[config.mk]
export PLATFORM = sky130hd
export DESIGN_NAME = hybrid_adder
export DESIGN_NICKNAME = d
export VERILOG_FILES = /design/src/rtl/hyb_pkg.sv /design/src/rtl/add_ripple.sv /design/src/rtl/add_csel.sv /design/src/rtl/add_csum.sv /design/src/rtl/add_prefix.sv /design/src/rtl/add_lookahead.sv /design/src/rtl/hybrid_adder.sv
export SDC_FILE = /design/constraint.sdc
export NUM_CORES = 1
export LEC_CHECK = 0
export ABC_AREA = 1
export CAP_MARGIN = 20
export CORE_AREA = 2 2 67 69
export DETAILED_ROUTE_END_ITERATION = 16
export DIE_AREA = 0 0 69 71
export PLACE_DENSITY = 0.93
export SYNTH_ARGS = -nofsm -noshare
export SYNTH_HDL_FRONTEND = slang
export SYNTH_SLANG_ARGS = --single-unit
[constraint.sdc]
create_clock -name vclk -period 12.57
set_clock_uncertainty 0.1 [all_clocks]
set_input_delay 2.514 -clock vclk [all_inputs]
set_output_delay 2.514 -clock vclk [all_outputs]
set_load 0.005 [all_outputs]
[src/rtl/hyb_pkg.sv]
package hyb_pkg;

  typedef enum logic [2:0] {
    ARCH_HYBRID    = 3'd0,
    ARCH_RIPPLE    = 3'd1,
    ARCH_CSEL      = 3'd2,
    ARCH_CSUM      = 3'd3,
    ARCH_PREFIX    = 3'd4,
    ARCH_LOOKAHEAD = 3'd5
  } arch_e;

  // segment widths from least to most significant (last one takes the rest)
  localparam int RIP_SEG_W  = 4;
  localparam int CSEL_SEG_W = 8;
  localparam int CSUM_SEG_W = 8;
  localparam int PFX_SEG_W  = 8;

  // block sizes inside the select and lookahead structures
  localparam int CSEL_BLK_W = 4;
  localparam int LA_GRP_W   = 4;

endpackage

[src/rtl/add_ripple.sv]
module add_ripple #(
  parameter int W = 4
) (
  input  logic [W-1:0] a,
  input  logic [W-1:0] b,
  input  logic         ci,
  output logic [W-1:0] s,
  output logic         co
);

  logic [W:0] c;

  assign c[0] = ci;

  for (genvar i = 0; i < W; i++) begin : bit_g
    assign s[i]   = a[i] ^ b[i] ^ c[i];
    assign c[i+1] = (a[i] & b[i]) | ((a[i] ^ b[i]) & c[i]);
  end

  assign co = c[W];

  always_comb begin

    rip_sum_chk: assert ({co, s} == ({1'b0, a} + {1'b0, b} + {{W{1'b0}}, ci}));
  end

endmodule

[src/rtl/add_csel.sv]
module add_csel #(
  parameter int W   = 8,
  parameter int BLK = 4
) (
  input  logic [W-1:0] a,
  input  logic [W-1:0] b,
  input  logic         ci,
  output logic [W-1:0] s,
  output logic         co
);

  localparam int NB = W / BLK;

  logic [NB:0] bc;

  assign bc[0] = ci;

  for (genvar k = 0; k < NB; k++) begin : blk_g
    logic [BLK-1:0] s_lo, s_hi;
    logic           c_lo, c_hi;

    add_ripple #(.W(BLK)) u_zero (
      .a (a[k*BLK +: BLK]), .b (b[k*BLK +: BLK]), .ci (1'b0),
      .s (s_lo), .co (c_lo)
    );
    add_ripple #(.W(BLK)) u_one (
      .a (a[k*BLK +: BLK]), .b (b[k*BLK +: BLK]), .ci (1'b1),
      .s (s_hi), .co (c_hi)
    );

    assign s[k*BLK +: BLK] = bc[k] ? s_hi : s_lo;
    assign bc[k+1]         = bc[k] ? c_hi : c_lo;

    always_comb begin

      csel_pair_chk: assert ({c_hi, s_hi} == ({c_lo, s_lo} + (BLK+1)'(1)));
    end
  end

  assign co = bc[NB];

endmodule

[src/rtl/add_csum.sv]
module add_csum #(
  parameter int W = 8
) (
  input  logic [W-1:0] a,
  input  logic [W-1:0] b,
  input  logic         ci,
  output logic [W-1:0] s,
  output logic         co
);

  localparam int LV = $clog2(W);

  for (genvar l = 0; l <= LV; l++) begin : lv
    logic [W-1:0]        gs0, gs1;   // candidate sums per bit
    logic [(W>>l)-1:0]   gc0, gc1;   // candidate carries per group

    if (l == 0) begin : base
      assign gs0 = a ^ b;
      assign gs1 = ~(a ^ b);
      assign gc0 = a & b;
      assign gc1 = a | b;
    end else begin : mrg
      localparam int HALF = 1 << (l - 1);
      for (genvar i = 0; i < W; i++) begin : sb
        if (((i / HALF) % 2) == 1) begin : hi
          assign gs0[i] = lv[l-1].gc0[(i/HALF)-1] ? lv[l-1].gs1[i] : lv[l-1].gs0[i];
          assign gs1[i] = lv[l-1].gc1[(i/HALF)-1] ? lv[l-1].gs1[i] : lv[l-1].gs0[i];
        end else begin : lo
          assign gs0[i] = lv[l-1].gs0[i];
          assign gs1[i] = lv[l-1].gs1[i];
        end
      end
      for (genvar j = 0; j < (W >> l); j++) begin : gc
        assign gc0[j] = lv[l-1].gc0[2*j] ? lv[l-1].gc1[2*j+1] : lv[l-1].gc0[2*j+1];
        assign gc1[j] = lv[l-1].gc1[2*j] ? lv[l-1].gc1[2*j+1] : lv[l-1].gc0[2*j+1];
      end
    end
  end

  logic [W-1:0] fin_s0, fin_s1;
  logic         fin_c0, fin_c1;

  assign fin_s0 = lv[LV].gs0;
  assign fin_s1 = lv[LV].gs1;
  assign fin_c0 = lv[LV].gc0[0];
  assign fin_c1 = lv[LV].gc1[0];

  assign s  = ci ? fin_s1 : fin_s0;
  assign co = ci ? fin_c1 : fin_c0;

  always_comb begin

    csum_pair_chk: assert ({fin_c1, fin_s1} == ({fin_c0, fin_s0} + (W+1)'(1)));
  end

endmodule

[src/rtl/add_prefix.sv]
module add_prefix #(
  parameter int W = 8
) (
  input  logic [W-1:0] a,
  input  logic [W-1:0] b,
  input  logic         ci,
  output logic [W-1:0] s,
  output logic         co
);

  localparam int LV = $clog2(W);
  localparam int NS = 2 * LV - 1;

  logic [W-1:0] hp;

  assign hp = a ^ b;

  for (genvar st = 0; st <= NS; st++) begin : stg
    logic [W-1:0] g, p;

    if (st == 0) begin : base
      // carry-in folded into bit 0, so bit 0 never propagates
      assign g[0] = (a[0] & b[0]) | (hp[0] & ci);
      assign p[0] = 1'b0;
      if (W > 1) begin : rest
        assign g[W-1:1] = a[W-1:1] & b[W-1:1];
        assign p[W-1:1] = hp[W-1:1];
      end
    end else begin : nd
      localparam bit UP = (st <= LV);
      localparam int D  = UP ? (1 << (st - 1)) : (1 << (2 * LV - 1 - st));
      for (genvar i = 0; i < W; i++) begin : node
        localparam bit ACT = UP ? (((i + 1) % (2 * D)) == 0)
                                : ((((i + 1) % (2 * D)) == D) && ((i + 1) > D));
        if (ACT) begin : op
          assign g[i] = stg[st-1].g[i] | (stg[st-1].p[i] & stg[st-1].g[i-D]);
          assign p[i] = stg[st-1].p[i] & stg[st-1].p[i-D];
        end else begin : pass
          assign g[i] = stg[st-1].g[i];
          assign p[i] = stg[st-1].p[i];
        end
      end
    end
  end

  logic [W-1:0] gfin, pfin;

  assign gfin = stg[NS].g;
  assign pfin = stg[NS].p;

  assign s  = hp ^ {gfin[W-2:0], ci};
  assign co = gfin[W-1];

  always_comb begin

    pfx_closed_chk: assert (pfin == '0);

    pfx_carry_chk: assert (co == (({1'b0, a} + {1'b0, b} + {{W{1'b0}}, ci}) >> W));
  end

endmodule

[src/rtl/add_lookahead.sv]
module add_lookahead #(
  parameter int W   = 4,
  parameter int GRP = 4
) (
  input  logic [W-1:0] a,
  input  logic [W-1:0] b,
  input  logic         ci,
  output logic [W-1:0] s,
  output logic         co
);

  localparam int NG = W / GRP;

  logic [NG:0] gcar;

  assign gcar[0] = ci;

  for (genvar k = 0; k < NG; k++) begin : grp_g
    logic [GRP-1:0] gg, pp;
    logic [GRP:0]   cc;

    assign gg = a[k*GRP +: GRP] & b[k*GRP +: GRP];
    assign pp = a[k*GRP +: GRP] ^ b[k*GRP +: GRP];

    // every carry in the group formed as a flat sum of products
    always_comb begin
      logic acc, run;
      cc[0] = gcar[k];
      for (int n = 0; n < GRP; n++) begin
        acc = gg[n];
        run = pp[n];
        for (int m = n - 1; m >= 0; m--) begin
          acc = acc | (run & gg[m]);
          run = run & pp[m];
        end
        cc[n+1] = acc | (run & gcar[k]);
      end
    end

    assign s[k*GRP +: GRP] = pp ^ cc[GRP-1:0];
    assign gcar[k+1]       = cc[GRP];

    always_comb begin

      la_grp_chk: assert ({cc[GRP], s[k*GRP +: GRP]} ==
                          ({1'b0, a[k*GRP +: GRP]} + {1'b0, b[k*GRP +: GRP]} + {{GRP{1'b0}}, gcar[k]}));
    end
  end

  assign co = gcar[NG];

endmodule

[src/rtl/hybrid_adder.sv]
module hybrid_adder #(
  parameter hyb_pkg::arch_e ARCH  = hyb_pkg::ARCH_HYBRID,
  parameter int             WIDTH = 32
) (
  input  logic [WIDTH-1:0] opa,
  input  logic [WIDTH-1:0] opb,
  input  logic             cin,
  output logic [WIDTH-1:0] sum,
  output logic             cout
);

  import hyb_pkg::*;

  localparam int O_CSEL = RIP_SEG_W;
  localparam int O_CSUM = O_CSEL + CSEL_SEG_W;
  localparam int O_PFX  = O_CSUM + CSUM_SEG_W;
  localparam int O_LA   = O_PFX + PFX_SEG_W;
  localparam int LA_W   = WIDTH - O_LA;

  if (ARCH == ARCH_HYBRID) begin : hyb
    logic [4:0] k;

    add_ripple #(.W(RIP_SEG_W)) u_rip (
      .a (opa[0 +: RIP_SEG_W]), .b (opb[0 +: RIP_SEG_W]), .ci (cin),
      .s (sum[0 +: RIP_SEG_W]), .co (k[0])
    );
    add_csel #(.W(CSEL_SEG_W), .BLK(CSEL_BLK_W)) u_csel (
      .a (opa[O_CSEL +: CSEL_SEG_W]), .b (opb[O_CSEL +: CSEL_SEG_W]), .ci (k[0]),
      .s (sum[O_CSEL +: CSEL_SEG_W]), .co (k[1])
    );
    add_csum #(.W(CSUM_SEG_W)) u_csum (
      .a (opa[O_CSUM +: CSUM_SEG_W]), .b (opb[O_CSUM +: CSUM_SEG_W]), .ci (k[1]),
      .s (sum[O_CSUM +: CSUM_SEG_W]), .co (k[2])
    );
    add_prefix #(.W(PFX_SEG_W)) u_pfx (
      .a (opa[O_PFX +: PFX_SEG_W]), .b (opb[O_PFX +: PFX_SEG_W]), .ci (k[2]),
      .s (sum[O_PFX +: PFX_SEG_W]), .co (k[3])
    );
    add_lookahead #(.W(LA_W), .GRP(LA_GRP_W)) u_la (
      .a (opa[O_LA +: LA_W]), .b (opb[O_LA +: LA_W]), .ci (k[3]),
      .s (sum[O_LA +: LA_W]), .co (k[4])
    );

    assign cout = k[4];
  end else if (ARCH == ARCH_RIPPLE) begin : rip
    add_ripple #(.W(WIDTH)) u_all (
      .a (opa), .b (opb), .ci (cin), .s (sum), .co (cout)
    );
  end else if (ARCH == ARCH_CSEL) begin : csel
    add_csel #(.W(WIDTH), .BLK(CSEL_BLK_W)) u_all (
      .a (opa), .b (opb), .ci (cin), .s (sum), .co (cout)
    );
  end else if (ARCH == ARCH_CSUM) begin : csum
    add_csum #(.W(WIDTH)) u_all (
      .a (opa), .b (opb), .ci (cin), .s (sum), .co (cout)
    );
  end else if (ARCH == ARCH_PREFIX) begin : pfx
    add_prefix #(.W(WIDTH)) u_all (
      .a (opa), .b (opb), .ci (cin), .s (sum), .co (cout)
    );
  end else begin : la
    add_lookahead #(.W(WIDTH), .GRP(LA_GRP_W)) u_all (
      .a (opa), .b (opb), .ci (cin), .s (sum), .co (cout)
    );
  end

  always_comb begin

    add_result_chk: assert ({cout, sum} ==
                            ({1'b0, opa} + {1'b0, opb} + {{WIDTH{1'b0}}, cin}));
  end

endmodule

# ---- After elaboration in Yosys (flattened, before gate mapping)
# Cells that the tools add are included.
# Widths: inputs -> output; s select.
dict set report totals {
  reg_bits 0
  output_inout_bits 33
  wordCells 185
  in_bits 65
}
dict set report op_classes {
  muxes 44
  bitwise_logic 141
}
# op n
set op_table {}
lappend op_table {{$and 1x1->1} 61}
lappend op_table {{$mux 1} 41}
lappend op_table {{$or 1x1->1} 40}
lappend op_table {{$xor 1x1->1} 28}
lappend op_table {{$xor 8x8->8} 3}
lappend op_table {{$and 8x8->8} 1}
lappend op_table {{$mux 4} 2}
lappend op_table {{$mux 8} 1}
lappend op_table {{$not 8->8} 1}
lappend op_table {{$or 8x8->8} 1}
lappend op_table {{$xor 4x4->4} 2}
lappend op_table {{$and 7x7->7} 1}
lappend op_table {{$and 4x4->4} 1}
lappend op_table {{$not 1->1} 2}

# ---- Logic depth before layout (Yosys ltp)
# Gate-level depths: netlist (run 1).
dict set report depth {
  word_depth 23
  mapped_depth 31
  ltp_nobuf 30
}

# ---- Hierarchy
# A second synthesis (run 1) with hierarchy kept.
dict set report unflattened {
  hier_cells 337
  area_unflattened_um2 2079.5
}
# module area_per_inst_um2 cells_per_inst n_inst seq_area_each_um2
set by_module_without_submodules {}
lappend by_module_without_submodules {add_csum 849.6 160 1 0.0}
lappend by_module_without_submodules {add_ripple 117.6 14 5 0.0}
lappend by_module_without_submodules {add_prefix 322.8 44 1 0.0}
lappend by_module_without_submodules {add_lookahead 171.4 27 1 0.0}
lappend by_module_without_submodules {add_csel 147.6 36 1 0.0}

# ---- Worst setup path before layout (run 1)
# Ideal clock, no wire load.
dict set report synth_path {
  path_type {input to output}
  startpoint {in opa[0]}
  endpoint {out sum[27]}
  required_time_ns 9.956
  path_buffers 1
  cell_stages 29
  t_arrival_ns 8.804
  path_slack_ns 1.152
  cell_sequence {inv_1 > fa_1 > inv_1 > fa_1 > fa_1 > fa_1 > nor2_1 > a21oi_1 > fa_1 > fa_1 > fa_1 > nor2_1 > a21oi_1 > fa_1 > fa_1 > fa_1 > buf_6 > inv_1 > nand3_1 > nand2_1 > inv_1 > fa_1 > fa_1 > nand2_1 > nand2_1 > and2_1 > a31o_2 > fa_1 > xor2_1}
}
dict set report synth_between {
  elab_chain_cells 23
  elab_cells_between_ends 24
  classes_between {mux (3); bitwise (21)}
}
# item line_no
set synth_rtl {}
lappend synth_rtl {{start: declaration} hybrid_adder.sv:5} ;# input logic [WIDTH-1:0] opa,
lappend synth_rtl {{$xor 1x1->1} add_ripple.sv:17} ;# assign c[i+1] = (a[i] & b[i]) | ((a[i] ^ b[i]) & c[i]);
lappend synth_rtl {{$and 1x1->1} add_ripple.sv:17}
lappend synth_rtl {{$or 1x1->1 *} add_ripple.sv:17}
lappend synth_rtl {{$and 1x1->1 *} add_ripple.sv:17}
lappend synth_rtl {{$or 1x1->1 *} add_ripple.sv:17}
lappend synth_rtl {{$and 1x1->1 *} add_ripple.sv:17}
lappend synth_rtl {{$or 1x1->1 *} add_ripple.sv:17}
lappend synth_rtl {{$and 1x1->1 *} add_ripple.sv:17}
lappend synth_rtl {{[... 7 more ...]} -}
lappend synth_rtl {{$or 1x1->1 *} add_prefix.sv:36} ;# assign g[i] = stg[st-1].g[i] | (stg[st-1].p[i] & stg[st-1].g[i-D]);
lappend synth_rtl {{$and 1x1->1 *} add_prefix.sv:36}
lappend synth_rtl {{$or 1x1->1 *} add_prefix.sv:36}
lappend synth_rtl {{$and 1x1->1 *} add_prefix.sv:36}
lappend synth_rtl {{$or 1x1->1 *} add_prefix.sv:36}
lappend synth_rtl {{$and 1x1->1 *} add_prefix.sv:36}
lappend synth_rtl {{$or 1x1->1 *} add_prefix.sv:36}
lappend synth_rtl {{$xor 8x8->8 *} add_prefix.sv:51} ;# assign s = hp ^ {gfin[W-2:0], ci};
lappend synth_rtl {{end: declaration} hybrid_adder.sv:8} ;# output logic [WIDTH-1:0] sum,
# Every way passes the cells marked *; elsewhere a longest branch is shown, timed or not.

# ---- Worst setup path in the final report (run 1)
dict set report layout_path {
  startpoint {in opa[0]}
  endpoint {out sum[26]}
}
dict set report layout_between {
  elab_chain_cells 21
  elab_cells_between_ends 22
  classes_between {mux (3); bitwise (19)}
}
# item line_no
set layout_rtl {}
lappend layout_rtl {{$xor 1x1->1} add_ripple.sv:17}
lappend layout_rtl {{$and 1x1->1} add_ripple.sv:17}
lappend layout_rtl {{$or 1x1->1 *} add_ripple.sv:17}
lappend layout_rtl {{$and 1x1->1 *} add_ripple.sv:17}
lappend layout_rtl {{$or 1x1->1 *} add_ripple.sv:17}
lappend layout_rtl {{$and 1x1->1 *} add_ripple.sv:17}
lappend layout_rtl {{$or 1x1->1 *} add_ripple.sv:17}
lappend layout_rtl {{$and 1x1->1 *} add_ripple.sv:17}
lappend layout_rtl {{[... 5 more ...]} -}
lappend layout_rtl {{$or 1x1->1 *} add_prefix.sv:23} ;# assign g[0] = (a[0] & b[0]) | (hp[0] & ci);
lappend layout_rtl {{$and 1x1->1 *} add_prefix.sv:36}
lappend layout_rtl {{$or 1x1->1 *} add_prefix.sv:36}
lappend layout_rtl {{$and 1x1->1 *} add_prefix.sv:36}
lappend layout_rtl {{$or 1x1->1 *} add_prefix.sv:36}
lappend layout_rtl {{$and 1x1->1 *} add_prefix.sv:36}
lappend layout_rtl {{$or 1x1->1 *} add_prefix.sv:36}
lappend layout_rtl {{$xor 8x8->8 *} add_prefix.sv:51}
# Marks and branches as above.

==> run_summary.xml, run 1 <==
<?xml version="1.0" encoding="UTF-8"?>
<metrics>
  <group name="run_status">
    <metric name="outcome" unit="">finished, final reports clean</metric>
  </group>
  <group name="power">
    <metric name="vdd.ir_drop.worst" unit="µV">36.5</metric>
    <metric name="powerDensity" unit="mW/mm²">53.6</metric>
    <metric name="total_power" unit="µW">144</metric>
    <metric name="power.static_leakage" unit="nW">1.37</metric>
  </group>
  <group name="setup_path">
    <metric name="timing_worst_setup_path_type" unit="">in2out</metric>
    <metric name="crit_slowest_cell" unit="">sky130_fd_sc_hd__clkdlybuf4s50_1</metric>
    <metric name="crit_path_frequent_cell" unit="">sky130_fd_sc_hd__fa_1</metric>
    <metric name="worst-path-max-fanout" unit="">3</metric>
    <metric name="critPathMaxStageDelay" unit="ps">500</metric>
    <metric name="cp_data_arrival_time" unit="ps">9520</metric>
    <metric name="worstPathRequired" unit="ps">9960</metric>
    <metric name="worst_setup_path_end_kind" unit="">primary output</metric>
    <metric name="setup.worst_path.start_class" unit="">input pin</metric>
  </group>
  <group name="synthesis">
    <metric name="syn_inst" unit="">243</metric>
    <metric name="synthesis.nets" unit="">354</metric>
    <metric name="synth_cell_types" unit="">21</metric>
    <metric name="synth_seq_area_share" unit="%">0</metric>
    <metric name="synth.area.top_cells" unit="">sky130_fd_sc_hd__ha_1 23%, sky130_fd_sc_hd__fa_1 20%, sky130_fd_sc_hd__nand2_1 19%</metric>
    <metric name="synth.yosys.warnings" unit="">0</metric>
    <metric name="syn_std_cell_area" unit="mm²">0.00163</metric>
    <metric name="yosys.cell_count.top_type" unit="">sky130_fd_sc_hd__nand2_1</metric>
    <metric name="postSynthAreaPerCell" unit="µm²">6.70</metric>
    <metric name="netlist.top_cell.by_area" unit="">sky130_fd_sc_hd__ha_1</metric>
    <metric name="synth_common_cells" unit="">84 x sky130_fd_sc_hd__nand2_1, 46 x sky130_fd_sc_hd__inv_1, 30 x sky130_fd_sc_hd__ha_1</metric>
    <metric name="synth_largest_type_area_fraction" unit="%">23.0</metric>
  </group>
  <group name="timing">
    <metric name="grt_setup_unrepaired" unit="">no</metric>
    <metric name="setup_failing_eps_final" unit="">0</metric>
    <metric name="final_period_minus_worst_setup_slack" unit="ps">12140</metric>
    <metric name="worst-slew-pin-transition" unit="ps">260</metric>
    <metric name="hold_viol" unit="">0</metric>
    <metric name="timing_max_transition_violations_final" unit="">0</metric>
    <metric name="period_share" unit="%">96.6</metric>
    <metric name="slew_headroom" unit="%">82.5</metric>
    <metric name="tns" unit="ps">0</metric>
    <metric name="achievable-frequency" unit="MHz">82.4</metric>
  </group>
  <group name="routing">
    <metric name="detail_route.first_pass.iterations" unit="">4</metric>
    <metric name="drc_errors_left" unit="">0</metric>
    <metric name="route.detailed.wl_per_inst" unit="µm">11.1</metric>
    <metric name="dr_total_vias" unit="">1810</metric>
    <metric name="postRouteAntennaNets" unit="">0</metric>
    <metric name="vias_per_cell" unit="">4.59</metric>
    <metric name="drt-total-wl" unit="µm">4360</metric>
    <metric name="drt_iter0_markers" unit="">20</metric>
  </group>
  <group name="global_route">
    <metric name="via_count_of_the_first_global_routing_pass" unit="">1914</metric>
    <metric name="grt_antenna_before_repair" unit="">0</metric>
    <metric name="grt_max_degree" unit="">9</metric>
    <metric name="global_route.usage.total" unit="%">18.5</metric>
    <metric name="first_pass_grt_wire_length" unit="µm">7830</metric>
    <metric name="grt-ovfl-total" unit="">0</metric>
  </group>
  <group name="final_layout">
    <metric name="final_stage_net_count" unit="">455</metric>
    <metric name="clock_buffer_count" unit="">0</metric>
    <metric name="seq_cell_count" unit="">0</metric>
    <metric name="layout-drive-gt1-share" unit="%">6.43</metric>
    <metric name="antenna-diode-count" unit="">0</metric>
    <metric name="regArea" unit="µm²">0</metric>
    <metric name="area_delta_synth_final" unit="%">65.2</metric>
    <metric name="utilization" unit="%">64.0</metric>
  </group>
  <group name="placed_design">
    <metric name="place.port_buffers" unit="">98</metric>
    <metric name="hpwl_reported_at_the_end_of_detailed_placement" unit="µm">3950</metric>
    <metric name="routabilityCongestion" unit="">0.783</metric>
  </group>
  <group name="die">
    <metric name="floorplan.initialDensity" unit="%">38.7</metric>
    <metric name="io-pin-count" unit="">98</metric>
    <metric name="fp-row-count" unit="">24</metric>
    <metric name="fp.dieH" unit="µm">71</metric>
    <metric name="die_outline_width" unit="µm">69</metric>
    <metric name="core-area" unit="mm²">0.00420</metric>
    <metric name="floorplan.die_area" unit="mm²">0.00490</metric>
  </group>
  <group name="job">
    <metric name="maxCapViolCount" unit="">0</metric>
  </group>
  <group name="clock_network">
    <metric name="cts-hold-fix-buffers" unit="">0</metric>
    <metric name="cts.repair_timing.setup_buffer_count" unit="">0</metric>
  </group>
  <group name="min_path">
    <metric name="hold_path_class" unit="">in2out</metric>
  </group>
</metrics>
[what timing repair did]
item	CTS	global route
hold endpoints to repair	0	0
resized for setup	0	5
endpoints found under the setup margin	0	6
[worst max-delay path, delay by kind of cell]
kind | cells | cell delay, ps
adders and majority gates | 13 | 4860
buffers and inverters | 6 | 1170
and+or+nand+nor | 7 | 660
AOI/OAI and AO/OA | 3 | 330
[per-layer routing]
metal	GRT usage, %	wire [µm]	part of all wire, %	vias up
met5	0	0	0	-
met4	1.31	14	0.32	0
met3	6.55	541	12	2
met2	35.4	2180	50	92
met1	20.6	1620	37	781
li1	-	-	-	935
[through the flow]
step / instance area, µm² / worst slack (ps) / hold WS (ps) / std cells
2_1_floorplan: 1630 / 1150 / 5080 / 243
3_3_place_gp: 2680 / 343 / 6020 / 394
3_5_place_dp: 2680 / 111 / 6030 / 394
4_1_cts: 2680 / 86.1 / 6030 / 394
5_1_grt: 2690 / 24.7 / 5850 / 394
6_report: 2690 / 432 / 5800 / 394
[power breakdown]
part           internal, mW  switching (mW)
Clock                     0               0
Sequential                0               0
Combinational        0.0854          0.0589
Total                0.0854          0.0589
[final timing paths]
path | start | to | slack (ps) | depth (start not counted)
worst min-delay path | opb[27] | sum[27] | 5800 | 4
worst max-delay path | opa[0] | sum[26] | 430 | 29
[cell families after synthesis]
family / share of synthesized area [%]
compound gates: 7.68
buf+inv: 11.5
simple gates: 29.0
fa+ha+maj: 42.7
xor+xnor: 9.14
[cells in the final DEF (no fill, tap or decap)]
cell                               n
sky130_fd_sc_hd__clkdlybuf4s50_1  97
sky130_fd_sc_hd__nand2_1          84
sky130_fd_sc_hd__inv_1            46
sky130_fd_sc_hd__ha_1             30
sky130_fd_sc_hd__fa_1             12
sky130_fd_sc_hd__nor2_1           10
sky130_fd_sc_hd__xor2_1           10
sky130_fd_sc_hd__nand3_1           7
sky130_fd_sc_hd__xnor2_1           7
sky130_fd_sc_hd__nand2_2           6
sky130_fd_sc_hd__a21oi_1           5
sky130_fd_sc_hd__o21ai_2           5
sky130_fd_sc_hd__o21ai_0           5
sky130_fd_sc_hd__fa_2              4
sky130_fd_sc_hd__o21ai_1           3
sky130_fd_sc_hd__nand2_4           2
sky130_fd_sc_hd__buf_4             2
sky130_fd_sc_hd__or2_0             1
sky130_fd_sc_hd__a21o_1            1
sky130_fd_sc_hd__inv_2             1
sky130_fd_sc_hd__nor2_4            1
sky130_fd_sc_hd__and2_1            1
sky130_fd_sc_hd__a31o_2            1
sky130_fd_sc_hd__dlymetal6s2s_1    1
[cell type report]
type / count / area (µm²)
fill: 341 / 1510
multi-input combinational: 195 / 1450
tap: 52 / 65.1
timing repair buffer: 100 / 998
inverter: 47 / 176
No activity file was read; power rests on OpenSTA's default activity.
==> run 2: changes to the inputs <==
--- a/config.mk
+++ b/config.mk
@@ -7,10 +7,12 @@
 export LEC_CHECK = 0
 export ABC_AREA = 1
 export CAP_MARGIN = 20
-export CORE_AREA = 2 2 67 69
+export CELL_PAD_IN_SITES_DETAIL_PLACEMENT = 2
+export CELL_PAD_IN_SITES_GLOBAL_PLACEMENT = 2
+export CORE_AREA = 2 2 96 98
 export DETAILED_ROUTE_END_ITERATION = 16
-export DIE_AREA = 0 0 69 71
-export PLACE_DENSITY = 0.93
+export DIE_AREA = 0 0 98 100
+export PLACE_DENSITY = 0.91
 export SYNTH_ARGS = -nofsm -noshare
 export SYNTH_HDL_FRONTEND = slang
 export SYNTH_SLANG_ARGS = --single-unit
==> run 2 against run 1 <==
  * Via count up 5.1%
  * Sequential share of layout area unchanged
  * Critical endpoint is now sum[27]
  * Design area up 2.9%
  * Setup slack worse by 66 ps
  * Flip-flop and latch count unchanged
  * Non-clock buffer count up 1
  * Maximum frequency down 0.54%
==> run_summary.xml, run 2 (synthesis gave the netlist of run 1 again) <==
<?xml version="1.0" encoding="UTF-8"?>
<metrics>
  <group name="run_status">
    <metric name="outcome" unit="">finished, final reports clean</metric>
  </group>
  <group name="timing">
    <metric name="final_period_minus_worst_setup_slack" unit="ps">12200</metric>
    <metric name="timing_max_transition_violations_final" unit="">0</metric>
    <metric name="fin_ws" unit="ps">366</metric>
    <metric name="slew_headroom" unit="%">79.9</metric>
    <metric name="period_share" unit="%">97.1</metric>
    <metric name="setup_failing_eps_final" unit="">0</metric>
    <metric name="hold_viol" unit="">0</metric>
    <metric name="worst-slew-pin-transition" unit="ps">299</metric>
    <metric name="achievable-frequency" unit="MHz">81.9</metric>
    <metric name="tns" unit="ps">0</metric>
  </group>
  <group name="final_layout">
    <metric name="area_delta_synth_final" unit="%">70.0</metric>
    <metric name="regArea" unit="µm²">0</metric>
    <metric name="filler_cell_count" unit="">1077</metric>
    <metric name="layout_commonest_cell" unit="">sky130_fd_sc_hd__clkdlybuf4s50_1</metric>
    <metric name="clock_buffer_count" unit="">0</metric>
    <metric name="seq_cell_count" unit="">0</metric>
    <metric name="mostFrequentLayoutCells" unit="">98 x sky130_fd_sc_hd__clkdlybuf4s50_1, 84 x sky130_fd_sc_hd__nand2_1, 46 x sky130_fd_sc_hd__inv_1</metric>
    <metric name="layout-drive-gt1-share" unit="%">6.71</metric>
    <metric name="antenna-diode-count" unit="">0</metric>
    <metric name="post-route-cell-area" unit="mm²">0.00277</metric>
    <metric name="utilization" unit="%">31.2</metric>
    <metric name="final_stage_net_count" unit="">456</metric>
  </group>
  <group name="setup_path">
    <metric name="crit_path_frequent_cell" unit="">sky130_fd_sc_hd__fa_1</metric>
    <metric name="crit_slowest_cell" unit="">sky130_fd_sc_hd__clkdlybuf4s50_1</metric>
    <metric name="critPathMaxStageDelay" unit="ps">520</metric>
    <metric name="worst-path-max-fanout" unit="">3</metric>
    <metric name="worstPathRequired" unit="ps">9960</metric>
    <metric name="cp_data_arrival_time" unit="ps">9590</metric>
    <metric name="critPathTopFamily" unit="">adder cells</metric>
    <metric name="timing_worst_setup_path_type" unit="">in2out</metric>
    <metric name="setup.worst_path.start_class" unit="">input pin</metric>
    <metric name="worst_setup_path_end_kind" unit="">primary output</metric>
    <metric name="critPathBufInv" unit="">6</metric>
  </group>
  <group name="routing">
    <metric name="drt_iter0_markers" unit="">9</metric>
    <metric name="route.detailed.wl_per_inst" unit="µm">12.7</metric>
    <metric name="vias_per_cell" unit="">4.19</metric>
    <metric name="wl_met1" unit="µm">2130</metric>
    <metric name="postRouteAntennaNets" unit="">0</metric>
    <metric name="dr_total_vias" unit="">1902</metric>
    <metric name="detail_route.first_pass.iterations" unit="">2</metric>
    <metric name="drt-total-wl" unit="µm">5770</metric>
    <metric name="met2RoutedLength" unit="µm">3250</metric>
    <metric name="top_layer_used" unit="">met3</metric>
    <metric name="drc_errors_left" unit="">0</metric>
    <metric name="detailroute.wirelength.met3" unit="µm">396</metric>
  </group>
  <group name="power">
    <metric name="powerDensity" unit="mW/mm²">54.0</metric>
    <metric name="power.static_leakage" unit="nW">1.37</metric>
    <metric name="vdd.ir_drop.worst" unit="µV">20.4</metric>
  </group>
  <group name="min_path">
    <metric name="hold_path_class" unit="">in2out</metric>
  </group>
  <group name="die">
    <metric name="die_outline_width" unit="µm">98</metric>
    <metric name="fp.dieH" unit="µm">100</metric>
    <metric name="floorplan.die_area" unit="mm²">0.00980</metric>
    <metric name="core-area" unit="mm²">0.00889</metric>
    <metric name="fp-row-count" unit="">35</metric>
    <metric name="io-pin-count" unit="">98</metric>
    <metric name="floorplan.initialDensity" unit="%">18.3</metric>
  </group>
  <group name="global_route">
    <metric name="first_pass_grt_wire_length" unit="µm">9620</metric>
    <metric name="grt-ovfl-total" unit="">0</metric>
    <metric name="via_count_of_the_first_global_routing_pass" unit="">2234</metric>
    <metric name="grt_max_degree" unit="">9</metric>
    <metric name="global_route.usage.total" unit="%">11.6</metric>
    <metric name="grt_antenna_before_repair" unit="">0</metric>
  </group>
  <group name="placed_design">
    <metric name="place_worst_setup_slack" unit="ps">78.7</metric>
    <metric name="place.port_buffers" unit="">98</metric>
    <metric name="hpwl_reported_at_the_end_of_detailed_placement" unit="µm">5460</metric>
    <metric name="placedInstanceArea" unit="mm²">0.00275</metric>
    <metric name="routabilityCongestion" unit="">0.729</metric>
  </group>
  <group name="job">
    <metric name="maxCapViolCount" unit="">0</metric>
  </group>
  <group name="clock_network">
    <metric name="cts-hold-fix-buffers" unit="">0</metric>
  </group>
</metrics>
run 2: area by class of cell:
class / count / area [µm²] / area share [%]
multi-input cells: 195 / 1450 / 52.4
repair buffers: 101 / 1000 / 36.2
inverters: 47 / 176 / 6.37
well taps: 111 / 139 / 5.01
run 2: stage by stage:
step	cells	total power, mW	hold slack (ps)
4_1_cts	453	0.153	6060
6_report	454	0.150	6050
5_1_grt	454	0.167	6090
3_5_place_dp	453	0.152	6060
2_1_floorplan	243	0.0652	5080
3_3_place_gp	453	0.145	6030
run 2: what timing repair did:
item,in CTS,in global routing
setup buffers,0,1
resized for setup,0,4
endpoints found under the setup margin,0,4
run 2: final timing paths:
check / startpoint / end / slack [ps] / depth (start not counted)
hold / removal: opb[12] / sum[12] / 6050 / 5
setup / recovery: opa[0] / sum[27] / 370 / 30
run 2: layer usage:
metal,vias to the layer above,global-route usage [%]
li1,932,-
met1,904,11.7
met2,66,25.7
met3,0,1.74
met4,0,0
met5,-,0
run 2: where the power goes:
| group | internal, mW | total (mW) | leakage, nW | switching [mW] |
|---|---|---|---|---|
| registers | 0 | 0 | 0 | 0 |
| logic | 0.0868 | 0.150 | 1.37 | 0.0628 |
| clock network | 0 | 0 | 0 | 0 |
| total | 0.0868 | 0.150 | 1.37 | 0.0628 |
==> run 3: changes to the inputs <==
--- a/config.mk
+++ b/config.mk
@@ -13,6 +13,7 @@
 export DETAILED_ROUTE_END_ITERATION = 16
 export DIE_AREA = 0 0 98 100
 export PLACE_DENSITY = 0.91
+export SETUP_SLACK_MARGIN = 0.1
 export SYNTH_ARGS = -nofsm -noshare
 export SYNTH_HDL_FRONTEND = slang
 export SYNTH_SLANG_ARGS = --single-unit
==> run 3 against run 2 <==
  * First-iteration DRC count stayed put
  * Routed wire length is 0.29% higher
  * Design area rose by 0.18%
  * Die area is the same
  * Critical endpoint is now sum[26]
==> run_summary.xml, run 3 (synthesis gave the netlist of run 1 again) <==
<?xml version="1.0" encoding="UTF-8"?>
<metrics>
  <group name="timing">
    <metric name="worst-slew-pin-transition" unit="ps">299</metric>
    <metric name="final_period_minus_worst_setup_slack" unit="ps">12090</metric>
    <metric name="setup_failing_eps_final" unit="">0</metric>
    <metric name="achievable-frequency" unit="MHz">82.7</metric>
    <metric name="hold_viol" unit="">0</metric>
    <metric name="grt_setup_unrepaired" unit="">no</metric>
    <metric name="fin_ws" unit="ps">480</metric>
    <metric name="timing_max_transition_violations_final" unit="">0</metric>
    <metric name="fin_hold_ws" unit="ps">5800</metric>
    <metric name="slew_headroom" unit="%">79.9</metric>
    <metric name="period_share" unit="%">96.2</metric>
    <metric name="tns" unit="ps">0</metric>
  </group>
  <group name="global_route">
    <metric name="grt_antenna_before_repair" unit="">0</metric>
    <metric name="grt-ovfl-total" unit="">0</metric>
    <metric name="grt_max_degree" unit="">9</metric>
    <metric name="global_route.usage.total" unit="%">11.6</metric>
    <metric name="first_pass_grt_wire_length" unit="µm">9620</metric>
    <metric name="via_count_of_the_first_global_routing_pass" unit="">2234</metric>
  </group>
  <group name="power">
    <metric name="power.static_leakage" unit="nW">1.38</metric>
    <metric name="powerDensity" unit="mW/mm²">53.9</metric>
    <metric name="vdd.ir_drop.worst" unit="µV">20.4</metric>
    <metric name="total_power" unit="µW">150</metric>
  </group>
  <group name="routing">
    <metric name="vias_per_cell" unit="">4.19</metric>
    <metric name="dr_total_vias" unit="">1904</metric>
    <metric name="drt-total-wl" unit="µm">5780</metric>
    <metric name="route.detailed.wl_per_inst" unit="µm">12.7</metric>
    <metric name="postRouteAntennaNets" unit="">0</metric>
    <metric name="detail_route.first_pass.iterations" unit="">2</metric>
    <metric name="drc_errors_left" unit="">0</metric>
    <metric name="drt_iter0_markers" unit="">9</metric>
  </group>
  <group name="die">
    <metric name="io-pin-count" unit="">98</metric>
    <metric name="fp.dieH" unit="µm">100</metric>
    <metric name="fp-row-count" unit="">35</metric>
    <metric name="floorplan.initialDensity" unit="%">18.3</metric>
    <metric name="core-area" unit="mm²">0.00889</metric>
    <metric name="die_outline_width" unit="µm">98</metric>
    <metric name="floorplan.die_area" unit="mm²">0.00980</metric>
  </group>
  <group name="setup_path">
    <metric name="crit_end" unit="">sum[26]</metric>
    <metric name="crit_slowest_cell" unit="">sky130_fd_sc_hd__clkdlybuf4s50_1</metric>
    <metric name="critPathTopFamily" unit="">adder cells</metric>
    <metric name="worst_setup_path_end_kind" unit="">primary output</metric>
    <metric name="worstPathRequired" unit="ps">9960</metric>
    <metric name="cp-startpoint" unit="">opa[0]</metric>
    <metric name="worst-path-max-fanout" unit="">3</metric>
    <metric name="cp_data_arrival_time" unit="ps">9480</metric>
    <metric name="critical_path_stages" unit="">29</metric>
    <metric name="crit_path_frequent_cell" unit="">sky130_fd_sc_hd__fa_1</metric>
    <metric name="critPathBufInv" unit="">6</metric>
    <metric name="timing_worst_setup_path_type" unit="">in2out</metric>
    <metric name="setup.worst_path.start_class" unit="">input pin</metric>
    <metric name="critPathMaxStageDelay" unit="ps">500</metric>
  </group>
  <group name="final_layout">
    <metric name="stdcell_count" unit="">454</metric>
    <metric name="clock_buffer_count" unit="">0</metric>
    <metric name="layout_commonest_cell" unit="">sky130_fd_sc_hd__clkdlybuf4s50_1</metric>
    <metric name="layout-drive-gt1-share" unit="%">7.00</metric>
    <metric name="final_stage_net_count" unit="">456</metric>
    <metric name="filler_cell_count" unit="">1075</metric>
    <metric name="mostFrequentLayoutCells" unit="">97 x sky130_fd_sc_hd__clkdlybuf4s50_1, 84 x sky130_fd_sc_hd__nand2_1, 46 x sky130_fd_sc_hd__inv_1</metric>
    <metric name="seq_cell_count" unit="">0</metric>
    <metric name="area_delta_synth_final" unit="%">70.4</metric>
    <metric name="regArea" unit="µm²">0</metric>
    <metric name="antenna-diode-count" unit="">0</metric>
  </group>
  <group name="placed_design">
    <metric name="place_worst_setup_slack" unit="ps">78.7</metric>
    <metric name="place.port_buffers" unit="">98</metric>
    <metric name="routabilityCongestion" unit="">0.729</metric>
    <metric name="hpwl_reported_at_the_end_of_detailed_placement" unit="µm">5460</metric>
    <metric name="dp.cells" unit="">453</metric>
  </group>
  <group name="job">
    <metric name="maxCapViolCount" unit="">0</metric>
  </group>
  <group name="clock_network">
    <metric name="cts-hold-fix-buffers" unit="">0</metric>
  </group>
  <group name="min_path">
    <metric name="hold_path_class" unit="">in2out</metric>
  </group>
  <group name="run_status">
    <metric name="outcome" unit="">finished, final reports clean</metric>
  </group>
</metrics>
[run 3: how the worst min path moves through the flow]
stage	startpoint	slack [ps]	end	cells after the start
after global placement	opb[0]	6030	sum[0]	5
after detailed placement	opb[23]	6060	sum[23]	4
final	opb[27]	5800	sum[27]	4
after CTS	opb[12]	6060	sum[12]	5
after global routing	opb[27]	5840	sum[27]	4
after floorplan	opb[10]	5080	sum[10]	1
[run 3: area by class of cell]
class | count | area (µm²) | area share [%]
tap | 111 | 139 | 5.00
multi-input combinational | 195 | 1450 | 52.4
inverter | 47 | 176 | 6.36
timing repair buffer | 101 | 1010 | 36.2
[run 3: repair_timing]
| item | in CTS | in global routing |
|---|---|---|
| resized for setup | 1 | 5 |
| buffers inserted | 0 | 1 |
| endpoints found under the setup margin | 1 | 6 |
| pin swaps | 0 | 1 |
[run 3: per-layer routing]
| metal | GRT usage (%) | vias up | share of wire (%) |
|---|---|---|---|
| li1 | - | 932 | - |
| met1 | 11.7 | 906 | 37 |
| met2 | 25.7 | 66 | 56 |
| met3 | 1.74 | 0 | 6.8 |
| met4 | 0 | 0 | 0 |
| met5 | 0 | - | 0 |
[run 3: per-stage QoR]
step | instance area (µm²) | util (%)
final | 2780 | 31.2
after global routing | 2780 | 31.2
after CTS | 2760 | 31.0
after detailed placement | 2750 | 31.0
after global placement | 2750 | 31.0
after floorplan | 1630 | -
[run 3: report_power, final]
part / internal (mW) / leakage (nW) / switching [mW]
logic: 0.0866 / 1.38 / 0.0629
clock network: 0 / 0 / 0
registers: 0 / 0 / 0
total: 0.0866 / 1.38 / 0.0629
